<file path="src/rtl/irq_msg_pkg.sv">
package irq_msg_pkg;
  localparam int unsigned VEC_W = 5;
  localparam int unsigned TC_W  = 3;
  localparam int unsigned LOG_W = 3;

  typedef enum logic [1:0] {
    KIND_ASSERT   = 2'd0,
    KIND_DEASSERT = 2'd1,
    KIND_MSI      = 2'd2
  } msg_kind_e;
endpackage

</file>
<file path="src/rtl/irq_vec_map.sv">
module irq_vec_map #(
  parameter int unsigned VEC_W = 5,
  parameter int unsigned LOG_W = 3
) (
  input  logic [LOG_W-1:0] log2_i,
  input  logic             share_i,
  input  logic [VEC_W-1:0] app_vec_i,
  output logic [VEC_W-1:0] se_num_o,
  output logic [VEC_W-1:0] hp_num_o,
  output logic [VEC_W-1:0] app_num_o
);
  localparam int unsigned NW = VEC_W + 1;

  logic [LOG_W-1:0] eff_log2;
  logic [NW-1:0]    n_vec, top_w, hp_w, amax_w, vec_w;

  always_comb begin
    eff_log2 = (32'(log2_i) > VEC_W) ? LOG_W'(VEC_W) : log2_i;
    n_vec    = NW'(1) << eff_log2;
    top_w    = n_vec - NW'(1);
    if (!share_i && n_vec >= NW'(4)) begin
      hp_w   = n_vec - NW'(2);
      amax_w = n_vec - NW'(3);
    end else begin
      hp_w   = top_w;
      amax_w = (n_vec >= NW'(2)) ? n_vec - NW'(2) : '0;
    end
    vec_w     = {1'b0, app_vec_i};
    se_num_o  = top_w[VEC_W-1:0];
    hp_num_o  = hp_w[VEC_W-1:0];
    app_num_o = (vec_w > amax_w) ? amax_w[VEC_W-1:0] : app_vec_i;
  end

  // class ordering holds for every allocation
  always_comb begin
    a_order_r12: assert (app_num_o <= hp_num_o && hp_num_o <= se_num_o)
      else $error("vector class order broken");
  end
endmodule

</file>
<file path="src/rtl/irq_msi_pend.sv">
module irq_msi_pend #(
  parameter int unsigned VEC_W = 5,
  parameter int unsigned TC_W  = 3
) (
  input  logic             clk_i,
  input  logic             rst_ni,
  input  logic             en_i,
  input  logic             se_i,
  input  logic             hp_i,
  input  logic             app_i,
  input  logic [VEC_W-1:0] vec_i,
  input  logic [TC_W-1:0]  tc_i,
  input  logic             take_se_i,
  input  logic             take_hp_i,
  input  logic             take_app_i,
  output logic             se_c_o,
  output logic             hp_c_o,
  output logic             app_c_o,
  output logic [VEC_W-1:0] vec_o,
  output logic [TC_W-1:0]  tc_o
);
  logic             se_q, hp_q, app_q;
  logic [VEC_W-1:0] vec_q;
  logic [TC_W-1:0]  tc_q;
  logic             app_new;

  assign app_new = en_i & app_i;
  // candidates include same-cycle arrivals
  assign se_c_o  = se_q  | (en_i & se_i);
  assign hp_c_o  = hp_q  | (en_i & hp_i);
  assign app_c_o = app_q | app_new;
  assign vec_o   = app_new ? vec_i : vec_q;
  assign tc_o    = app_new ? tc_i  : tc_q;

  always_ff @(posedge clk_i or negedge rst_ni) begin
    if (!rst_ni) begin
      se_q  <= 1'b0;
      hp_q  <= 1'b0;
      app_q <= 1'b0;
      vec_q <= '0;
      tc_q  <= '0;
    end else begin
      se_q  <= se_c_o  & ~take_se_i;
      hp_q  <= hp_c_o  & ~take_hp_i;
      app_q <= app_c_o & ~take_app_i;
      if (app_new) begin
        vec_q <= vec_i;
        tc_q  <= tc_i;
      end
    end
  end

  // a granted class is not pending afterwards unless it re-arrives
  p_take_clears_r10: assert property (@(posedge clk_i) disable iff (!rst_ni)
    take_se_i && !(en_i && se_i) |=> !se_q || (en_i && $past(se_i)))
    else $error("system error pending after grant");
endmodule

</file>
<file path="src/rtl/irq_leg_track.sv">
module irq_leg_track (
  input  logic clk_i,
  input  logic rst_ni,
  input  logic en_i,
  input  logic sts_i,
  input  logic take_i,
  output logic want_o,
  output logic level_o
);
  logic line_q;  // level last sent to the host

  assign want_o  = en_i & (sts_i ^ line_q);
  assign level_o = sts_i;

  always_ff @(posedge clk_i or negedge rst_ni) begin
    if (!rst_ni)     line_q <= 1'b0;
    else if (take_i) line_q <= sts_i;
  end

  // a grant always flips the line state
  p_flip_r4: assert property (@(posedge clk_i) disable iff (!rst_ni)
    take_i |=> line_q != $past(line_q))
    else $error("legacy grant without level change");
endmodule

</file>
<file path="src/rtl/irq_msg_ctrl.sv">
module irq_msg_ctrl
  import irq_msg_pkg::*;
#(
  parameter int unsigned P_VEC_W = VEC_W,
  parameter int unsigned P_TC_W  = TC_W,
  parameter int unsigned P_LOG_W = LOG_W
) (
  input  logic               clk_i,
  input  logic               rst_ni,
  input  logic               msi_mode_i,
  input  logic [P_LOG_W-1:0] alloc_log2_i,
  input  logic               share_top_i,
  input  logic               leg_sts_i,
  input  logic               sys_err_i,
  input  logic               hp_pm_i,
  input  logic               app_req_i,
  input  logic [P_VEC_W-1:0] app_vec_i,
  input  logic [P_TC_W-1:0]  app_tc_i,
  output logic               tx_req_o,
  output logic [1:0]         tx_kind_o,
  output logic [P_VEC_W-1:0] tx_num_o,
  output logic [P_TC_W-1:0]  tx_tc_o,
  input  logic               tx_ack_i,
  output logic               int_ack_o
);
  logic               se_c, hp_c, app_c, leg_c, leg_level;
  logic [P_VEC_W-1:0] app_vec_c, se_num, hp_num, app_num;
  logic [P_TC_W-1:0]  app_tc_c;
  logic               take_se, take_hp, take_app, take_leg, issue;

  logic               req_q;
  msg_kind_e          kind_q;
  logic [P_VEC_W-1:0] num_q;
  logic [P_TC_W-1:0]  tc_q;
  logic               last_assert_q;

  irq_msi_pend #(.VEC_W(P_VEC_W), .TC_W(P_TC_W)) u_pend (
    .clk_i, .rst_ni,
    .en_i      (msi_mode_i),
    .se_i      (sys_err_i),
    .hp_i      (hp_pm_i),
    .app_i     (app_req_i),
    .vec_i     (app_vec_i),
    .tc_i      (app_tc_i),
    .take_se_i (take_se),
    .take_hp_i (take_hp),
    .take_app_i(take_app),
    .se_c_o    (se_c),
    .hp_c_o    (hp_c),
    .app_c_o   (app_c),
    .vec_o     (app_vec_c),
    .tc_o      (app_tc_c)
  );

  irq_leg_track u_leg (
    .clk_i, .rst_ni,
    .en_i   (~msi_mode_i),
    .sts_i  (leg_sts_i),
    .take_i (take_leg),
    .want_o (leg_c),
    .level_o(leg_level)
  );

  irq_vec_map #(.VEC_W(P_VEC_W), .LOG_W(P_LOG_W)) u_map (
    .log2_i   (alloc_log2_i),
    .share_i  (share_top_i),
    .app_vec_i(app_vec_c),
    .se_num_o (se_num),
    .hp_num_o (hp_num),
    .app_num_o(app_num)
  );

  // fixed priority grant, one request at a time
  always_comb begin
    take_se  = 1'b0;
    take_hp  = 1'b0;
    take_app = 1'b0;
    take_leg = 1'b0;
    if (!req_q) begin
      if (msi_mode_i) begin
        if (se_c)       take_se  = 1'b1;
        else if (hp_c)  take_hp  = 1'b1;
        else if (app_c) take_app = 1'b1;
      end else begin
        take_leg = leg_c;
      end
    end
    issue = take_se | take_hp | take_app | take_leg;
  end

  always_ff @(posedge clk_i or negedge rst_ni) begin
    if (!rst_ni) begin
      req_q  <= 1'b0;
      kind_q <= KIND_ASSERT;
      num_q  <= '0;
      tc_q   <= '0;
    end else if (req_q) begin
      if (tx_ack_i) req_q <= 1'b0;
    end else if (issue) begin
      req_q <= 1'b1;
      if (take_leg) begin
        kind_q <= leg_level ? KIND_ASSERT : KIND_DEASSERT;
        num_q  <= '0;
        tc_q   <= '0;
      end else begin
        kind_q <= KIND_MSI;
        num_q  <= take_se ? se_num : (take_hp ? hp_num : app_num);
        tc_q   <= take_app ? app_tc_c : '0;
      end
    end
  end

  always_ff @(posedge clk_i or negedge rst_ni) begin
    if (!rst_ni)       last_assert_q <= 1'b0;
    else if (take_leg) last_assert_q <= leg_level;
  end

  assign tx_req_o  = req_q;
  assign tx_kind_o = kind_q;
  assign tx_num_o  = num_q;
  assign tx_tc_o   = tc_q;
  assign int_ack_o = req_q & tx_ack_i;

  p_hold_r9: assert property (@(posedge clk_i) disable iff (!rst_ni)
    tx_req_o && !tx_ack_i |=> tx_req_o && $stable(tx_kind_o) && $stable(tx_num_o) && $stable(tx_tc_o))
    else $error("request changed before acknowledge");

  p_drop_r9: assert property (@(posedge clk_i) disable iff (!rst_ni)
    tx_req_o && tx_ack_i |=> !tx_req_o)
    else $error("request not released after acknowledge");

  p_ack_r2: assert property (@(posedge clk_i) disable iff (!rst_ni)
    int_ack_o |=> !tx_req_o)
    else $error("ack to sources without release");

  p_tc0_r8: assert property (@(posedge clk_i) disable iff (!rst_ni)
    !tx_req_o && msi_mode_i && (se_c || hp_c) |=> tx_tc_o == '0)
    else $error("system class message with nonzero class");

  p_prio_r10: assert property (@(posedge clk_i) disable iff (!rst_ni)
    !tx_req_o && msi_mode_i && se_c |=> tx_num_o == $past(se_num))
    else $error("system error not granted first");

  p_range_r12: assert property (@(posedge clk_i) disable iff (!rst_ni)
    tx_req_o && tx_kind_o == KIND_MSI |-> tx_num_o <= se_num)
    else $error("MSI number above allocation");

  p_alt_r4: assert property (@(posedge clk_i) disable iff (!rst_ni)
    $rose(tx_req_o) && tx_kind_o != KIND_MSI |-> (tx_kind_o == KIND_ASSERT) != $past(last_assert_q))
    else $error("legacy messages out of order");
endmodule

</file>
<file path="config.mk">
export PLATFORM = sky130hd
export DESIGN_NAME = irq_msg_ctrl
export DESIGN_NICKNAME = d
export VERILOG_FILES = /design/src/rtl/irq_msg_pkg.sv /design/src/rtl/irq_vec_map.sv /design/src/rtl/irq_msi_pend.sv /design/src/rtl/irq_leg_track.sv /design/src/rtl/irq_msg_ctrl.sv
export SDC_FILE = /design/constraint.sdc
export NUM_CORES = 1
export LEC_CHECK = 0
export ABC_AREA = 1
export BUFFER_PORTS_ARGS = -buffer_cell sky130_fd_sc_hd__buf_2
export CORE_ASPECT_RATIO = 0.75
export CORE_MARGIN = 10
export CORE_UTILIZATION = 39
export CTS_CLUSTER_SIZE = 8
export DETAILED_ROUTE_END_ITERATION = 10
export SLEW_MARGIN = 25
export SYNTH_ARGS = -nofsm -noshare
export SYNTH_HDL_FRONTEND = slang
export SYNTH_HIERARCHICAL = 1
export SYNTH_SLANG_ARGS = --single-unit
</file>
<file path="constraint.sdc">
create_clock -name clk_i -period 1.8 [get_ports clk_i]
set_input_delay 0.09 -clock clk_i [delete_from_list [all_inputs] [get_ports clk_i]]
set_output_delay 0.09 -clock clk_i [all_outputs]
set_load 0.01 [all_outputs]
</file>
Yosys cells after proc, flatten, opt, wreduce, memory -nomap -nowiden
Cells that the tools add are included.
{"block": "op_classes", "addsub": 3, "n_lt_le_gt_ge": 4, "shift": 1, "muxes": 31, "bitwise_logic": 20, "reduce_logical": 3}
{"cell": "5-bit two-way mux", "n": 6}
{"cell": "1-bit two-way mux", "n": 18}
{"cell": "3-bit two-way mux", "n": 4}
{"cell": "6-bit two-way mux", "n": 2}
{"cell": "6-bit by 2-bit subtractor with 6-bit output (second input constant)", "n": 2}
{"cell": "1-bit AND", "n": 8}
{"cell": "6-bit by 2-bit >= comparator with 1-bit output (second input constant)", "n": 1}
{"cell": "6-bit by 3-bit >= comparator with 1-bit output (second input constant)", "n": 1}
{"cell": "5-bit by 6-bit > comparator with 1-bit output", "n": 1}
{"cell": "1-bit OR", "n": 6}
{"cell": "1-bit by 3-bit left shift with 6-bit output (first input constant)", "n": 1}
{"cell": "1-bit NOT", "n": 5}
{"cell": "5-bit by 1-bit subtractor with 5-bit output (second input constant)", "n": 1}
{"cell": "3-bit > comparator (second input constant)", "n": 1}
{"cell": "2-bit two-way mux", "n": 1}
{"cell": "2-bit AND reduction", "n": 1}
{"cell": "1-bit logical AND", "n": 1}
{"cell": "1-bit zero test", "n": 1}
{"cell": "1-bit bitwise XOR", "n": 1}
{"block": "word_totals", "register_bits": 23, "input_bits": 20, "out_inout_bits": 12}

Logic depth before layout (Yosys ltp)
{"block": "depth", "ltp_word": 11, "depth_mapped": 24, "depth_no_buf": 23}

By module
Netlist, hierarchy kept.
{"mod": "irq_msg_ctrl", "instances": 1, "cells_each": 84, "area_per_inst_um2": 628.1, "seq_area_each_um2": 275.3}
{"mod": "irq_vec_map", "instances": 1, "cells_each": 101, "area_per_inst_um2": 560.5, "seq_area_each_um2": 0.0}
{"mod": "irq_msi_pend", "instances": 1, "cells_each": 49, "area_per_inst_um2": 473.0, "seq_area_each_um2": 275.3}
{"mod": "irq_leg_track", "instances": 1, "cells_each": 9, "area_per_inst_um2": 66.3, "seq_area_each_um2": 25.0}

Worst setup path after synthesis
OpenSTA, ideal clock, no wires.
{"block": "synth_timing", "path_type": "in2reg", "from": "input alloc_log2_i[2]", "to": "register num_q[2] (netlist: tx_num_o[2])", "setup_time_ps": 118, "t_arrival_ps": 2143, "required_ps": 1682, "slack_ps": -461, "stages": 22, "n_path_buf": 1, "cell_sequence": "buf_6 > inv_2 > nand2_2 > nor2_2 > ha_1 > inv_1 > o21ai_0 > nand2_1 > nor2_1 > inv_1 > ha_1 > nand3_1 > inv_1 > nand2_1 > nand3_1 > nand3_2 > nand2_1 > nand2_1 > nand2_1 > nand3_1 > nand3_1 > nand2_1"}
{"block": "synth_via", "elab_chain_cells": 11, "elab_cells_between_ends": 17, "classes_between": "add/sub: 3; order compare: 4; shift: 1; mux: 8; reduce/logical: 1"}
{"element": "from (decl)", "line": "irq_msg_ctrl.sv:11", "rtl": "input logic [P_LOG_W-1:0] alloc_log2_i,"}
{"element": "3-bit > comparator", "line": "irq_vec_map.sv:18", "rtl": "eff_log2 = (32'(log2_i) > VEC_W) ? LOG_W'(VEC_W) : log2_i;"}
{"element": "3-bit two-way mux (*)", "line": "irq_vec_map.sv:18"}
{"element": "1-bit by 3-bit left shift with 6-bit output (*)", "line": "irq_vec_map.sv:19", "rtl": "n_vec = NW'(1) << eff_log2;"}
{"element": "6-bit by 2-bit subtractor with 6-bit output, or another cell as far along", "line": "irq_vec_map.sv:22", "rtl": "hp_w = n_vec - NW'(2);"}
{"element": "6-bit two-way mux or 1-bit logical AND (tied branches)", "line": "irq_vec_map.sv:26, irq_vec_map.sv:21"}
{"element": "6-bit two-way mux (*)", "line": "irq_vec_map.sv:21", "rtl": "if (!share_i && n_vec >= NW'(4)) begin"}
{"element": "5-bit by 6-bit > comparator with 1-bit output", "line": "irq_vec_map.sv:31", "rtl": "app_num_o = (vec_w > amax_w) ? amax_w[VEC_W-1:0] : app_vec_i;"}
{"element": "5-bit two-way mux (*)", "line": "irq_vec_map.sv:31"}
{"element": "named net app_num[2]", "line": "irq_msg_ctrl.sv:27", "rtl": "logic [P_VEC_W-1:0] app_vec_c, se_num, hp_num, app_num;"}
{"element": "5-bit two-way mux (*) (2 in a row)", "line": "irq_msg_ctrl.sv:107", "rtl": "num_q <= take_se ? se_num : (take_hp ? hp_num : app_num);"}
{"element": "5-bit two-way mux (*)", "line": "irq_msg_ctrl.sv:101", "rtl": "if (take_leg) begin"}
{"element": "to (signal assigned)", "line": "irq_msg_ctrl.sv:107"}
{"element": "to (decl)", "line": "irq_msg_ctrl.sv:33", "rtl": "logic [P_VEC_W-1:0] num_q;"}
The timed path passes the listed nets; every way through them passes the cells marked *.
A chain may end at the register's enable or synchronous reset.

Worst setup path after layout
{"block": "layout_timing", "from": "input alloc_log2_i[1]", "to": "register num_q[3] (netlist: tx_num_o[3])"}
Same word-level chain as after synthesis.

==> impl_results.md <==
- Wire length of the first global-routing pass: 7548 um
- Buffer cell driving the clock tree root: sky130_fd_sc_hd__clkbuf_8
- Part of the total power dissipated in combinational logic: between 40% and 50%
- Util after Layout: 58.95%
- Fin crit share: 114.4%
- Maximum number of pins on one net before global-route repair: 24
- Count of warnings emitted by yosys: 6
- Final count of pins violating max slew: 0
- Violations in the final reports: negative setup slack
- Total overflow reported by the global router: 0
- Category of the worst setup path capture point: flip-flop
- Actual transition at the worst max-transition pin: 0.5112 ns
- Worst-skew pair later-pin latency: 0.26 ns
- Net switching power of the design: 790.1 uW
- Type of the worst min-delay path: primary input to flip-flop
- Clk pin slew, worst setup/hold paths: 0.08 ns
- Maximum net fanout on the critical path: 4
- Final WS setup: -0.2601 ns
- Antenna Violating Nets Remaining: 0
- Reg-to-reg setup timing slack: -0.06 ns
- DPL Wire Length: 3456 um
- Final TNS setup: -1.219 ns
- Final setup violating endpoints: 5
- Power share of the sequential group: 35.2%
- Via total after detailed routing: 1716
- Drc violations: 0
- Netlist cell types: 28
- Pwr/cell area: 825.5 nW/um2
- Final weighted congestion in routability-driven placement: 0.8348
- First-iteration detailed-routing DRC count: 91
- Synthesized net count: 271
- Commonest non-fill, non-tap cell in the layout: sky130_fd_sc_hd__nand2_1
- Antenna violations before repair: 0
- CP Data Arrival Time: between 2 and 2.5 ns
- Max-slew headroom at the worst pin: 65.92%
- Total number of clock tree sinks: 23
- Clock buffer count from CTS: 3
- Final antenna diode count: 0
- Drt first pass iters: 4
- Final nets: 342
- I/O pin total: 32
- Buffers from clock root to sink, at most: 2
- Floorplan Core Area: 4154 um2
- Commonest cells after routing, fill and taps aside: sky130_fd_sc_hd__nand2_1 (67), sky130_fd_sc_hd__buf_4 (42), sky130_fd_sc_hd__nand3_1 (40), sky130_fd_sc_hd__buf_2 (29), sky130_fd_sc_hd__inv_1 (25)
- RSZ-0062 raised after global routing: true
- Vias per cell: between 4 and 5
- Number of enable flip-flop cells after synthesis: 0
- Setup slack after placement: -0.6377 ns
- Final critical-path required period: 2.060 ns
- Global-route usage over all layers: 11.57%
- Sw Share: 39.09%
- Post-Synthesis Cell Area: 1728 um2
- Maximum frequency from static timing analysis: 485.4 MHz
- Kind of launch point of the worst setup path: primary input
- Worst-case vdd ir drop: 571.2 uV
- Signed area change from the synthesized netlist to the final layout: 41.71%
- Required time of the critical path: 1.96 ns
- Average wire per standard cell: between 10 and 15 um
- Leading register cell type out of synthesis: sky130_fd_sc_hd__dfrtp_1
- Starting density of the core: about two fifths
- Wirelength, routed: 4544 um
- DR top layer: met4
- Core Rows: 20
- Clock tree skew after final layout: 0.003597 ns
- Die extent in y: 77.65 um
- Share of layout cells above drive strength 1: 41.21%
- Total of max-cap violations: 0
- Hold violation count in the final report: 0
- Average instance area after synthesis: about 7 um2
- Type of the setup path with the least slack: primary input to flip-flop
- Port Buffers: 31
- Cell leakage power: approximately 0.0013 uW
- Met2 WL: 1830 um
- Share of power burned in the clock network: 15.7%
- Fraction of the yosys area taken by sequential cells: between 30 and 40%
- Result of the run: finished, violations left
- Max H-tree Level: 1
- Routed met1 length: 2480 um
- Internal cell power: 1231 uW
- Detailed route wirelength on metal3: 219 um
- Flip-flop and latch count after synthesis: 23
- Ys async rst share: 100.0%
- Vias in the first global route: 1626
- CTS tree: yes
- Horizontal die dimension: 96.86 um
- Full die area: 7521 um2
- Count of mapped cells out of synthesis: 243
==> power groups by stage <==
stage	combinational [uW]	sequential, uW	clock, uW
2_1_floorplan	525	751	0
3_5_place_dp	858	719	0
4_1_cts	932	711	330
5_1_grt	1110	727	350
6_report	992	712	317
3_3_place_gp	856	720	0
==> Yosys cell counts, types with 3 or more instances <==
cell	instances	area [um2]
sky130_fd_sc_hd__nand2_4	3	33.78
sky130_fd_sc_hd__dfrtp_1	23	575.6
sky130_fd_sc_hd__nand3_1	43	215.2
sky130_fd_sc_hd__or2_0	4	25.02
sky130_fd_sc_hd__buf_6	3	33.78
sky130_fd_sc_hd__nor2_1	9	33.78
sky130_fd_sc_hd__nand2_1	75	281.5
sky130_fd_sc_hd__inv_1	30	112.6
sky130_fd_sc_hd__ha_1	8	100.1
sky130_fd_sc_hd__inv_2	3	11.26
sky130_fd_sc_hd__o21ai_0	4	20.02
sky130_fd_sc_hd__nand4_1	3	18.77
sky130_fd_sc_hd__a21oi_1	4	20.02
sky130_fd_sc_hd__nand2_2	3	18.77
sky130_fd_sc_hd__or2_2	3	18.77
sky130_fd_sc_hd__nor2_2	4	25.02
sky130_fd_sc_hd__nor2_4	5	56.30
==> registers in the layout, summed over array words and instances (netlist names) <==
register	flops
tx_num_o	5
tx_req_o	1
u_pend/app_q	1
u_leg/line_q	1
u_pend/tc_q	3
u_pend/hp_q	1
u_pend/se_q	1
tx_tc_o	3
u_pend/vec_q	5
tx_kind_o	2
==> critical path, cell delays in order <==
cell and delay (ns):
sky130_fd_sc_hd__buf_6 0.11, sky130_fd_sc_hd__inv_8 0.06, sky130_fd_sc_hd__nand2_8 0.05, sky130_fd_sc_hd__nor2_4 0.12, sky130_fd_sc_hd__inv_2 0.07, sky130_fd_sc_hd__ha_4 0.16, sky130_fd_sc_hd__nand3b_1 0.14, sky130_fd_sc_hd__nand2_1 0.08
sky130_fd_sc_hd__nand2_1 0.07, sky130_fd_sc_hd__nand2_2 0.07, sky130_fd_sc_hd__inv_2 0.05, sky130_fd_sc_hd__ha_4 0.25, sky130_fd_sc_hd__nand2_2 0.06, sky130_fd_sc_hd__nand2_2 0.05, sky130_fd_sc_hd__nand2_2 0.09, sky130_fd_sc_hd__nand2_2 0.08
sky130_fd_sc_hd__nor2_4 0.11, sky130_fd_sc_hd__nor2_4 0.04, sky130_fd_sc_hd__nand3_1 0.10, sky130_fd_sc_hd__nand2_1 0.08, sky130_fd_sc_hd__nand2_1 0.07, sky130_fd_sc_hd__nand3_1 0.07, sky130_fd_sc_hd__nand3_1 0.07, sky130_fd_sc_hd__nand2_1 0.06
==> area by class of cell <==
class | instances | area, um2
Fill cell | 383 | 1705
Multi-Input combinational cell | 179 | 1117
Sequential cell | 23 | 575.6
Timing Repair Buffer | 74 | 501.7
Inverter | 33 | 138.9
Tap cell | 55 | 68.82
Clock buffer | 3 | 41.29
Clock inverter | 1 | 5.005
==> worst paths after layout <==
path | from | depth (start not counted) | endpoint
setup reg to reg | u_pend/vec_q[1]$_DFF_PN0_ | 14 | tx_num_o[0]$_DFFE_PN0P_
hold reg to reg | u_pend/tc_q[1]$_DFF_PN0_ | 2 | u_pend/tc_q[1]$_DFF_PN0_
hold / removal | sys_err_i | 3 | u_pend/se_q$_DFF_PN0_
min in group asynchronous | rst_ni | 2 | u_pend/tc_q[2]$_DFF_PN0_
max in group asynchronous | rst_ni | 2 | u_pend/vec_q[3]$_DFF_PN0_
setup / recovery | alloc_log2_i[1] | 24 | tx_num_o[3]$_DFFE_PN0P_
==> layer usage <==
metal	vias to the layer above	GRT usage, %
li1	921	-
met3	2	3.186
met5	-	0
met1	752	17.09
met2	41	16.47
met4	0	1.324
==> cells by family after synthesis <==
group           count (synthesis)  synth area share [%]
compound gates                 13                 4.635
xor+xnor                        1                0.9416
fa+ha+maj                       8                 5.793
buf+inv                        41                 11.08
flops                          23                 33.31
simple gates                  157                 44.24
==> metrics by stage <==
stage | cell area [um2] | hold WS [ns] | std cells | power (uW)
3_3_place_gp | 2162 | 0.1018 | 350 | 1576
3_5_place_dp | 2162 | 0.09518 | 350 | 1577
4_1_cts | 2370 | 0.06581 | 366 | 1973
6_report | 2449 | 0.07489 | 368 | 2021
5_1_grt | 2449 | 0.06102 | 368 | 2189
2_1_floorplan | 1797 | -0.2056 | 243 | 1276
==> repair_timing <==
action / in CTS / in global routing
hold buffers: 1 / 0
endpoints found under the setup margin: 5 / 5
pin swaps: 12 / 13
endpoints found under the hold margin: 23 / 0
setup buffers: 11 / 2
gates resized for setup: 18 / 14
No activity file was read; power rests on OpenSTA's default activity.
